===== src/rtl/rxo_pkg.sv =====
package rxo_pkg;

    typedef enum logic [2:0] {
        ST_IDLE,
        ST_POLL_CUR,
        ST_POLL_NXT,
        ST_LAST_CUR,
        ST_RX_NXT,
        ST_XFER,
        ST_MISS
    } trk_state_e;

    typedef enum logic {
        SEL_CUR = 1'b0,
        SEL_NXT = 1'b1
    } rd_sel_e;

    // ownership write produced when a descriptor read completes
    typedef struct packed {
        logic wr_cur;
        logic wr_nxt;
        logic own;
    } own_upd_t;

    function automatic logic is_read_state(trk_state_e s);
        return (s == ST_POLL_CUR) || (s == ST_POLL_NXT) ||
               (s == ST_LAST_CUR) || (s == ST_RX_NXT);
    endfunction

    function automatic rd_sel_e sel_of(trk_state_e s);
        return ((s == ST_POLL_NXT) || (s == ST_RX_NXT)) ? SEL_NXT : SEL_CUR;
    endfunction

endpackage


===== src/rtl/rxo_ring_ptr.sv =====
module rxo_ring_ptr #(
    parameter int MAX_DESC = 8,
    parameter int IDX_W    = $clog2(MAX_DESC)
) (
    input  logic             clk,
    input  logic             rst,
    input  logic [IDX_W:0]   ring_len,
    input  logic             adv,
    output logic [IDX_W-1:0] cur_idx,
    output logic [IDX_W-1:0] nxt_idx,
    output logic             single
);
    localparam logic [IDX_W:0] ONE_W = (IDX_W+1)'(1);

    logic [IDX_W-1:0] cur_q;
    logic [IDX_W:0]   inc;

    always_comb begin
        inc     = {1'b0, cur_q} + ONE_W;
        nxt_idx = (inc >= ring_len) ? '0 : inc[IDX_W-1:0];
        single  = (ring_len <= ONE_W);
    end

    always_ff @(posedge clk) begin
        if (rst)      cur_q <= '0;
        else if (adv) cur_q <= nxt_idx;
    end

    assign cur_idx = cur_q;

    // an advance lands on the index that was offered as next
    p_adv_lands_r2: assert property (@(posedge clk) disable iff (rst)
        adv |=> cur_idx == $past(nxt_idx));

endmodule


===== src/rtl/rxo_own_cache.sv =====
module rxo_own_cache
    import rxo_pkg::*;
(
    input  logic     clk,
    input  logic     rst,
    input  own_upd_t upd,
    input  logic     adv,
    output logic     own_cur,
    output logic     own_nxt
);
    always_ff @(posedge clk) begin
        if (rst) begin
            own_cur <= 1'b0;
            own_nxt <= 1'b0;
        end else if (adv) begin
            own_cur <= own_nxt;
            own_nxt <= 1'b0;
        end else begin
            if (upd.wr_cur) own_cur <= upd.own;
            if (upd.wr_nxt) own_nxt <= upd.own;
        end
    end

    // advancing promotes the next slot and empties it
    p_promote_r10: assert property (@(posedge clk) disable iff (rst)
        adv |=> (own_cur == $past(own_nxt)) && !own_nxt);

endmodule


===== src/rtl/rxo_miss_irq.sv =====
module rxo_miss_irq (
    input  logic clk,
    input  logic rst,
    input  logic miss_set,
    input  logic miss_clr,
    input  logic int_en,
    input  logic miss_mask,
    output logic miss_flag,
    output logic miss_irq
);
    always_ff @(posedge clk) begin
        if (rst)           miss_flag <= 1'b0;
        else if (miss_set) miss_flag <= 1'b1;
        else if (miss_clr) miss_flag <= 1'b0;
    end

    assign miss_irq = miss_flag & int_en & ~miss_mask;

    // the flag is sticky until cleared
    p_flag_sticky_r8: assert property (@(posedge clk) disable iff (rst)
        (miss_flag && !miss_clr) |=> miss_flag);

    // the flag only rises after a set request
    p_flag_cause_r8: assert property (@(posedge clk) disable iff (rst)
        $rose(miss_flag) |-> $past(miss_set));

endmodule


===== src/rtl/rxo_ctrl.sv =====
module rxo_ctrl
    import rxo_pkg::*;
(
    input  logic     clk,
    input  logic     rst,
    input  logic     poll_req,
    input  logic     frame_acc,
    input  logic     frame_end,
    input  logic     rd_ack,
    input  logic     rd_own,
    input  logic     own_cur,
    input  logic     own_nxt,
    input  logic     single,
    output logic     rd_req,
    output rd_sel_e  rd_sel,
    output own_upd_t upd,
    output logic     miss_set,
    output logic     xfer_en,
    output logic     adv_ok
);
    trk_state_e st_q, st_d;
    logic       acc_pend_q, acc_pend_d;
    logic       acc;
    logic       done;
    logic       need_nxt;

    always_comb begin
        rd_req   = is_read_state(st_q);
        rd_sel   = sel_of(st_q);
        done     = rd_req && rd_ack;
        acc      = frame_acc || acc_pend_q;
        need_nxt = !single && !own_nxt;
        xfer_en  = (st_q == ST_XFER);
        adv_ok   = !rd_req;

        upd.wr_cur = done && (rd_sel == SEL_CUR);
        upd.wr_nxt = done && (rd_sel == SEL_NXT);
        upd.own    = rd_own;

        st_d       = st_q;
        acc_pend_d = acc_pend_q;
        miss_set   = 1'b0;

        unique case (st_q)
            ST_IDLE: begin
                acc_pend_d = 1'b0;
                if (acc) begin
                    if (!own_cur)      st_d = ST_LAST_CUR;
                    else if (need_nxt) st_d = ST_RX_NXT;
                    else               st_d = ST_XFER;
                end else if (poll_req) begin
                    if (!own_cur)      st_d = ST_POLL_CUR;
                    else if (need_nxt) st_d = ST_POLL_NXT;
                end
            end
            ST_POLL_CUR: begin
                if (frame_acc) acc_pend_d = 1'b1;
                if (rd_ack) st_d = (rd_own && need_nxt) ? ST_POLL_NXT : ST_IDLE;
            end
            ST_POLL_NXT: begin
                if (frame_acc) acc_pend_d = 1'b1;
                if (rd_ack) st_d = ST_IDLE;
            end
            ST_LAST_CUR: begin
                if (rd_ack) begin
                    if (!rd_own) begin
                        miss_set = 1'b1;
                        st_d     = ST_MISS;
                    end else if (need_nxt) begin
                        st_d = ST_RX_NXT;
                    end else begin
                        st_d = ST_XFER;
                    end
                end
            end
            ST_RX_NXT: begin
                if (rd_ack) st_d = ST_XFER;
            end
            ST_XFER, ST_MISS: begin
                if (frame_end) st_d = ST_IDLE;
            end
            default: st_d = ST_IDLE;
        endcase
    end

    always_ff @(posedge clk) begin
        if (rst) begin
            st_q       <= ST_IDLE;
            acc_pend_q <= 1'b0;
        end else begin
            st_q       <= st_d;
            acc_pend_q <= acc_pend_d;
        end
    end

    // with both slots owned a lone poll produces no read
    p_poll_quiet_r5: assert property (@(posedge clk) disable iff (rst)
        (st_q == ST_IDLE && poll_req && !frame_acc && !acc_pend_q &&
         own_cur && (own_nxt || single)) |=> !rd_req);

    // after a failed extra read the block sits out the frame
    p_miss_wait_r7: assert property (@(posedge clk) disable iff (rst)
        (st_q == ST_LAST_CUR && rd_ack && !rd_own) |=> (!rd_req && !xfer_en));

endmodule


===== src/rtl/rxo_tracker.sv =====
module rxo_tracker
    import rxo_pkg::*;
#(
    parameter int MAX_DESC = 8,
    parameter int IDX_W    = $clog2(MAX_DESC)
) (
    input  logic             clk,
    input  logic             rst,
    input  logic [IDX_W:0]   ring_len,
    input  logic             poll_req,
    input  logic             frame_acc,
    input  logic             frame_end,
    input  logic             cur_advance,
    output logic             rd_req,
    output logic [IDX_W-1:0] rd_idx,
    input  logic             rd_ack,
    input  logic             rd_own,
    output logic             xfer_en,
    input  logic             int_en,
    input  logic             miss_mask,
    input  logic             miss_clr,
    output logic             miss_flag,
    output logic             miss_irq,
    output logic             own_cur,
    output logic             own_nxt,
    output logic [IDX_W-1:0] cur_idx
);
    logic [IDX_W-1:0] nxt_idx;
    logic             single;
    logic             adv_ok;
    logic             adv;
    logic             miss_set;
    rd_sel_e          rd_sel;
    own_upd_t         upd;

    assign adv    = cur_advance && adv_ok;
    assign rd_idx = (rd_sel == SEL_NXT) ? nxt_idx : cur_idx;

    rxo_ring_ptr #(.MAX_DESC(MAX_DESC), .IDX_W(IDX_W)) u_ptr (
        .clk(clk), .rst(rst), .ring_len(ring_len), .adv(adv),
        .cur_idx(cur_idx), .nxt_idx(nxt_idx), .single(single)
    );

    rxo_own_cache u_own (
        .clk(clk), .rst(rst), .upd(upd), .adv(adv),
        .own_cur(own_cur), .own_nxt(own_nxt)
    );

    rxo_ctrl u_ctrl (
        .clk(clk), .rst(rst), .poll_req(poll_req), .frame_acc(frame_acc),
        .frame_end(frame_end), .rd_ack(rd_ack), .rd_own(rd_own),
        .own_cur(own_cur), .own_nxt(own_nxt), .single(single),
        .rd_req(rd_req), .rd_sel(rd_sel), .upd(upd), .miss_set(miss_set),
        .xfer_en(xfer_en), .adv_ok(adv_ok)
    );

    rxo_miss_irq u_miss (
        .clk(clk), .rst(rst), .miss_set(miss_set), .miss_clr(miss_clr),
        .int_en(int_en), .miss_mask(miss_mask),
        .miss_flag(miss_flag), .miss_irq(miss_irq)
    );

    // transfer never opens without current ownership
    p_xfer_owned_r9: assert property (@(posedge clk) disable iff (rst)
        $rose(xfer_en) |-> own_cur);

    // a one-entry ring only ever reads the current slot
    p_single_cur_r4: assert property (@(posedge clk) disable iff (rst)
        (rd_req && single) |-> (rd_idx == cur_idx && !own_nxt));

    // interrupt implies a pending flag
    p_irq_flag_r8: assert property (@(posedge clk) disable iff (rst)
        miss_irq |-> miss_flag);

endmodule


===== config.mk =====
export PLATFORM = sky130hd
export DESIGN_NAME = rxo_tracker
export DESIGN_NICKNAME = d
export VERILOG_FILES = /design/src/rtl/rxo_pkg.sv /design/src/rtl/rxo_ring_ptr.sv /design/src/rtl/rxo_own_cache.sv /design/src/rtl/rxo_miss_irq.sv /design/src/rtl/rxo_ctrl.sv /design/src/rtl/rxo_tracker.sv
export SDC_FILE = /design/constraint.sdc
export NUM_CORES = 1
export LEC_CHECK = 0
export BUFFER_PORTS_ARGS = -buffer_cell sky130_fd_sc_hd__clkbuf_2
export CAP_MARGIN = 25
export CELL_PAD_IN_SITES_DETAIL_PLACEMENT = 0
export CELL_PAD_IN_SITES_GLOBAL_PLACEMENT = 1
export CORE_MARGIN = 2
export CORE_UTILIZATION = 30
export DETAILED_ROUTE_END_ITERATION = 7
export PLACE_DENSITY = 0.72
export SYNTH_ARGS = -nofsm -noshare
export SYNTH_HDL_FRONTEND = slang
export SYNTH_SLANG_ARGS = --single-unit

===== constraint.sdc =====
create_clock -name clk -period 5.8 [get_ports clk]
set_input_delay 0.29 -clock clk [delete_from_list [all_inputs] [get_ports clk]]
set_output_delay 0.29 -clock clk [all_outputs]
set_load 0.01 [all_outputs]

==> results of run 1 <==
-- synth_stat cells (all sizes together) (3+ instances only) --
library cell / count
nand2: 16
nor2: 13
a21oi: 5
buf: 4
ha: 6
o21ai: 8
inv: 9
and3: 3
dfxtp: 10
nor3: 6
-- final cells by class --
| class | instances | area (um2) | share of cell area (%) |
|---|---|---|---|
| sequential | 10 | 200 | 20.5 |
| inverter | 9 | 33.8 | 3.46 |
| tap | 30 | 37.5 | 3.84 |
| multi-input combinational | 87 | 553 | 56.6 |
| timing repair buffer | 26 | 130 | 13.3 |
| clock buffer | 3 | 22.5 | 2.30 |
-- kinds of logic (layout without fill, tap and decap cells) --
kind of cell             after synthesis  in the layout  synth area share [%]
flip-flops                            10             10                  24.4
AND/OR/NAND/NOR                       51             51                  30.6
multiplexers                           2              2                  2.74
AO/OA/AOI/OAI                         26             26                  22.7
adder cells (fa/ha/maj)                6              6                  9.13
XOR/XNOR                               2              2                  2.13
buffers and inverters                 14             38                  8.37
-- sequential cells by signal (all words and copies together), names as in the netlist --
signal,flops
u_own.own_nxt,1
u_ctrl.acc_pend_q,1
u_own.own_cur,1
u_miss.miss_flag,1
u_ptr.cur_idx,3
u_ctrl.st_q,3
-- metal layers --
layer | part of all wire, % | vias to the layer above | global-route usage (%)
met2 | 47 | 27 | 22.4
met3 | 5.1 | 2 | 2.07
met1 | 48 | 368 | 17.4
met5 | 0 | - | 0
met4 | 0.60 | 0 | 6.12
li1 | - | 443 | -
-- worst max-delay path by stage --
stage	to	slack, ns	cells past startpoint
3_3_place_gp	rd_idx[1]	3.61	7
4_1_cts	rd_idx[1]	3.18	7
3_5_place_dp	rd_idx[1]	3.47	7
6_report	rd_idx[1]	3.16	7
5_1_grt	rd_idx[1]	2.98	8
2_1_floorplan	rd_idx[1]	3.59	7
-- through the flow --
step	worst slack, ns	cell area [um2]	total power, mW
CTS	3.18	977	0.407
global route	2.98	977	0.442
global placement	3.61	955	0.353
finish	3.16	977	0.403
detailed placement	3.47	955	0.357
floorplan	3.59	822	0.304
-- worst max-delay path: stages (launching register included) --
cell and delay (ns):
dfxtp_1 0.45, ha_1 0.31, ha_1 0.29, a2111oi_0 0.40, or3_1 0.29, nand2_1 0.08
o21ai_1 0.13, clkbuf_2 0.15
-- report_power, final --
part	internal [mW]	switching, mW	leakage (nW)
clock	0.0239	0.0217	0.0138
sequential	0.0861	0.0368	0.0816
combinational	0.101	0.134	0.370
==> reports/results.tsv, run 1 <==
stage	metric	value	unit
drt	postRouteAntennaNets	0	
pwr	leakage	0.465	nW
finish	finalNonFillerCells	165	
logic_synthesis	synth-edff-count	0	
timing	rsz0062_at_grt	no	
cts	clockRootBuffer	clkbuf_4	
cts	cts_buffer_depth	2	
worst_hold_path	hold-path-cell-count	4	
timing	max_slew.worst_pin.slew	0.523	ns
job	drv_cap	0	
floorplan	ios	27	
logic_synthesis	syn_inst	111	
critical_path	reg2reg_slack	3.75	ns
finish	mostFrequentLayoutCells	clkbuf_2 (26), nand2_1 (16), nor2_1 (13), dfxtp_1 (10), inv_1 (8)	
global_route	grt_overflow	0	
timing	whs	0.314	ns
critical_path	path_class	register to output port	
drt	num_vias	840	
global_route	grtUsageTotal	13.6	%
timing	hold_viol_final	0	
critical_path	ff2ff_path_depth	6	
logic_synthesis	yosysUniqueCellTypes	39	
cts	clock_sinks	10	
drt	drt_wl_total	2.01	mm
logic_synthesis	seq_area_frac_synth	24.4	%
finish	fillCellCount	280	
finish	post-route-util	38.4	%
critical_path	worstSetupEndpointType	output port	
critical_path	critPathLaunch	u_ptr.cur_idx[0]$_SDFFE_PP0P_	
global_route	grt_max_degree	13	
logic_synthesis	synth_top_cell_by_area	dfxtp_1	
worst_hold_path	hold_start	miss_clr	
worst_hold_path	hold_class	primary input to register	
run_status	status	finished, final reports clean	
cts	postCtsSetupBuffers	0	
placed_design	portBuffers	26	
critical_path	r2r_end	u_ptr.cur_idx[1]$_SDFFE_PP0P_	
finish	areaGrowthSynthToFinish	18.9	%
critical_path	timing.rr.start	u_ptr.cur_idx[0]$_SDFFE_PP0P_	
cts	cts.htree.levels	1	
logic_synthesis	synth_area	822	um2
timing	min_period_over_period	45.4	%
finish	layout-drive-gt1-share	25.9	%
floorplan	core-area	0.00254	mm2
worst_hold_path	min_to	u_miss.miss_flag$_SDFFE_PP0P_	
timing	fmax	0.380	GHz
placed_design	place_congestion	0.819	
drt	avgViaCountPerCell	5.09	
logic_synthesis	syn_nets	132	
cts	path_clk_slew	0.06	ns
drt	drc	0	
global_route	grt_pass1_wl	3.42	mm
critical_path	cp.required	5.51	ns
finish	fin_nets	158	
drt	avgRoutedWirePerCell	12.2	um
logic_synthesis	synth_top_area_share	24.4	%
floorplan	start_util	32.3	%
cts	numCtsBuffers	3	
placed_design	dpl.hpwl	1.58	mm
logic_synthesis	synthTopCellsByArea	dfxtp_1 (24%), ha_1 (9.1%), nand2_1 (7.3%), nor2_1 (5.9%), inv_1 (3.7%)	
timing	skew	0.00317	ns
timing	slew_viol_final	0	
floorplan	die_w	56.3	um
drt	first_pass_iters	4	
finish	mostFrequentLayoutCell	clkbuf_2	
global_route	grt_pass1_vias	804	
critical_path	cp_data_arrival_time	2.35	ns
floorplan	die_h	56.3	um
global_route	grt_antenna_before_repair	0	
timing	setup_viol	0	
floorplan	num_rows	18	
logic_synthesis	syn_area_per_cell	7.41	um2
cts	cts-resized-gates	0	
cts	cts_tree	yes	
logic_synthesis	async_flop_share	0	%
pwr	power_density	413	mW/mm2
logic_synthesis	yosys_warnings	0	
finish	antenna_cells	0	
placed_design	dp_cells	162	
floorplan	die_area	0.00317	mm2
cts	ctsHoldBuffers	0	
critical_path	crit_fanout	8	
pwr	peakVddDrop	0.192	mV
cts	insertion_delay	0.26	ns
timing	finalSetupTns	0	ns
drt	drt_iter0_drc	38	
timing	period_needed	2.64	ns
timing	maxSlewHeadroom	64.9	%
critical_path	start_kind	register	
logic_synthesis	synth-seq-cells	10	
logic_synthesis	synthFlopType	dfxtp_1	
No activity file was read; power rests on OpenSTA's default activity.
==> inputs of run 2 (changes only) <==
Clock period 5.8 ns to 2.6 ns, I/O delays scaled along.
==> run 2 against run 1 <==
Against the previous run:
- hold slack worse by 0.17 ns
- worst setup slack worse by 2.9 ns
- non-clock buffer count unchanged
- flip-flop and latch count stayed put
- first-iteration DRC count down 66%
- critical path type unchanged
- critical endpoint unchanged
==> reports/results.tsv, run 2 (synthesized netlist as in run 1, its figures left out) <==
stage	metric	value	unit	change
global_route	grtUsageTotal	13.2	%	-0.43 points
timing	min_period_over_period	91.1	%	
finish	post-route-util	38.6	%	+0.20 points
job	drv_cap	0		unchanged
timing	fmax	0.422	GHz	
timing	finalSetupTns	0	ns	unchanged
cts	clockRootBuffer	clkbuf_4		
drt	avgRoutedWirePerCell	11.7	um	-4.2%
timing	slew_viol_final	0		unchanged
timing	hold_viol_final	0		unchanged
critical_path	cp_data_arrival_time	2.24	ns	-0.11 ns
placed_design	portBuffers	26		unchanged
finish	mostFrequentLayoutCells	clkbuf_2 (26), nand2_1 (16), nor2_1 (13), dfxtp_1 (10), inv_1 (8)		
critical_path	cp.required	2.47	ns	-3.04 ns
timing	period_needed	2.37	ns	
finish	fin_nets	158		unchanged
finish	antenna_cells	0		unchanged
pwr	peakVddDrop	0.356	mV	+86%
timing	rsz0062_at_grt	no		
global_route	grt_pass1_vias	803		-0.12%
cts	insertion_delay	0.26	ns	about the same
drt	num_vias	834		-0.71%
placed_design	dp_cells	162		unchanged
floorplan	ios	27		unchanged
cts	path_clk_slew	0.06	ns	about the same
drt	first_pass_iters	4		unchanged
critical_path	path_buf_inv	1		unchanged
finish	finalNonFillerCells	165		unchanged
timing	setup_viol	0		unchanged
run_status	status	finished, final reports clean		
floorplan	die_w	56.3	um	unchanged
drt	drc	0		unchanged
drt	drt_iter0_drc	13		-66%
critical_path	crit_chain	ha_1 > ha_1 > a2111oi_0 > or3_4 > nand2_1 > o21ai_1 > clkbuf_2		
cts	cts_tree	yes		
placed_design	place_congestion	0.818		about the same
critical_path	path_class	register to output port		
pwr	leakage	0.466	nW	+0.30%
worst_hold_path	hold_class	primary input to register		
cts	cts_buffer_depth	2		unchanged
timing	skew	0.00344	ns	+0.000263 ns
timing	max_slew.worst_pin.slew	0.534	ns	+0.0107 ns
timing	finalWorstSetupSlack	0.232	ns	-2.93 ns
global_route	grt_pass1_wl	3.38	mm	-1.2%
global_route	grt_antenna_before_repair	0		unchanged
timing	whs	0.143	ns	-0.172 ns
global_route	grt_overflow	0		unchanged
pwr	power_density	911	mW/mm2	+120%
cts	cts.htree.levels	1		unchanged
critical_path	start_kind	register		
drt	postRouteAntennaNets	0		unchanged
critical_path	slowest_stage	dfxtp_1		
placed_design	dpl.hpwl	1.58	mm	about the same
floorplan	core-area	0.00254	mm2	unchanged
critical_path	crit_fanout	8		unchanged
floorplan	num_rows	18		unchanged
critical_path	worstSetupEndpointType	output port		
drt	drt_wl_total	1.93	mm	-4.2%
global_route	grt_max_degree	13		unchanged
timing	maxSlewHeadroom	64.2	%	-0.72 points
floorplan	start_util	32.3	%	unchanged
cts	numCtsBuffers	3		unchanged
cts	clock_sinks	10		unchanged
finish	mostFrequentLayoutCell	clkbuf_2		
drt	avgViaCountPerCell	5.05		-0.71%
placed_design	dpl_worst_slack	0.464	ns	-3.00 ns
finish	areaGrowthSynthToFinish	19.5	%	
finish	layout-drive-gt1-share	26.7	%	+0.74 points
critical_path	crit_family	adder cells		
critical_path	crit_path_max_incr_delay	0.45	ns	about the same
floorplan	die_area	0.00317	mm2	unchanged
critical_path	crit_top_cell	ha_1		
floorplan	die_h	56.3	um	unchanged
-- run 2: cell counts in the layout (fill, tap and decap cells not counted) --
No cell type changed its count.
-- run 2: what timing repair did --
action	CTS	global route
setup endpoints to repair	0	2
hold endpoints to repair	0	0
hold buffers	0	0
gates resized for setup	0	1
buffers inserted	0	0
-- run 2: per-stage QoR --
stage / power (mW) / area [um2]
finish: 0.895 / 982
global route: 0.993 / 982
CTS: 0.900 / 977
detailed placement: 0.795 / 955
global placement: 0.788 / 955
floorplan: 0.677 / 822
-- run 2: report_power, final --
part / total [mW] / internal (mW) / switching (mW)
sequential: 0.273 / 0.192 / 0.0807
combinational: 0.517 / 0.228 / 0.289
clock: 0.106 / 0.0535 / 0.0522
-- run 2: final cells by class --
class	count	area (um2)
Fill cell	286	1560
Multi-Input combinational cell	87	558
Sequential cell	10	200
Timing Repair Buffer	26	130
Tap cell	30	37.5
Inverter	9	33.8
Clock buffer	3	22.5
-- run 2: path summary, 6_finish.rpt --
kind / startpoint / slack (ns) / cells after the start / end
hold reg to reg: u_ptr.cur_idx[1]$_SDFFE_PP0P_ / 0.51 / 2 / u_ptr.cur_idx[1]$_SDFFE_PP0P_
setup / recovery: u_ptr.cur_idx[0]$_SDFFE_PP0P_ / 0.23 / 7 / rd_idx[1]
setup reg to reg: u_ptr.cur_idx[0]$_SDFFE_PP0P_ / 0.69 / 6 / u_ptr.cur_idx[1]$_SDFFE_PP0P_
hold / removal: cur_advance / 0.14 / 3 / u_ptr.cur_idx[1]$_SDFFE_PP0P_
-- run 2: tightest hold or removal path: cells and delay by family --
kind	cells	cell delay, ns
AO/OA/AOI/OAI	1	0.05
buffers and inverters	1	0.09
AND/OR/NAND/NOR	1	0.08
-- run 2: routing by layer --
metal | routed length [um] | up-vias | share of wire (%) | GRT usage, %
met5 | 0 | - | 0 | 0
met4 | 16 | 0 | 0.83 | 5.10
met3 | 96 | 2 | 5.0 | 2.30
met2 | 878 | 23 | 46 | 21.3
met1 | 938 | 365 | 49 | 17.3
li1 | - | 444 | - | -
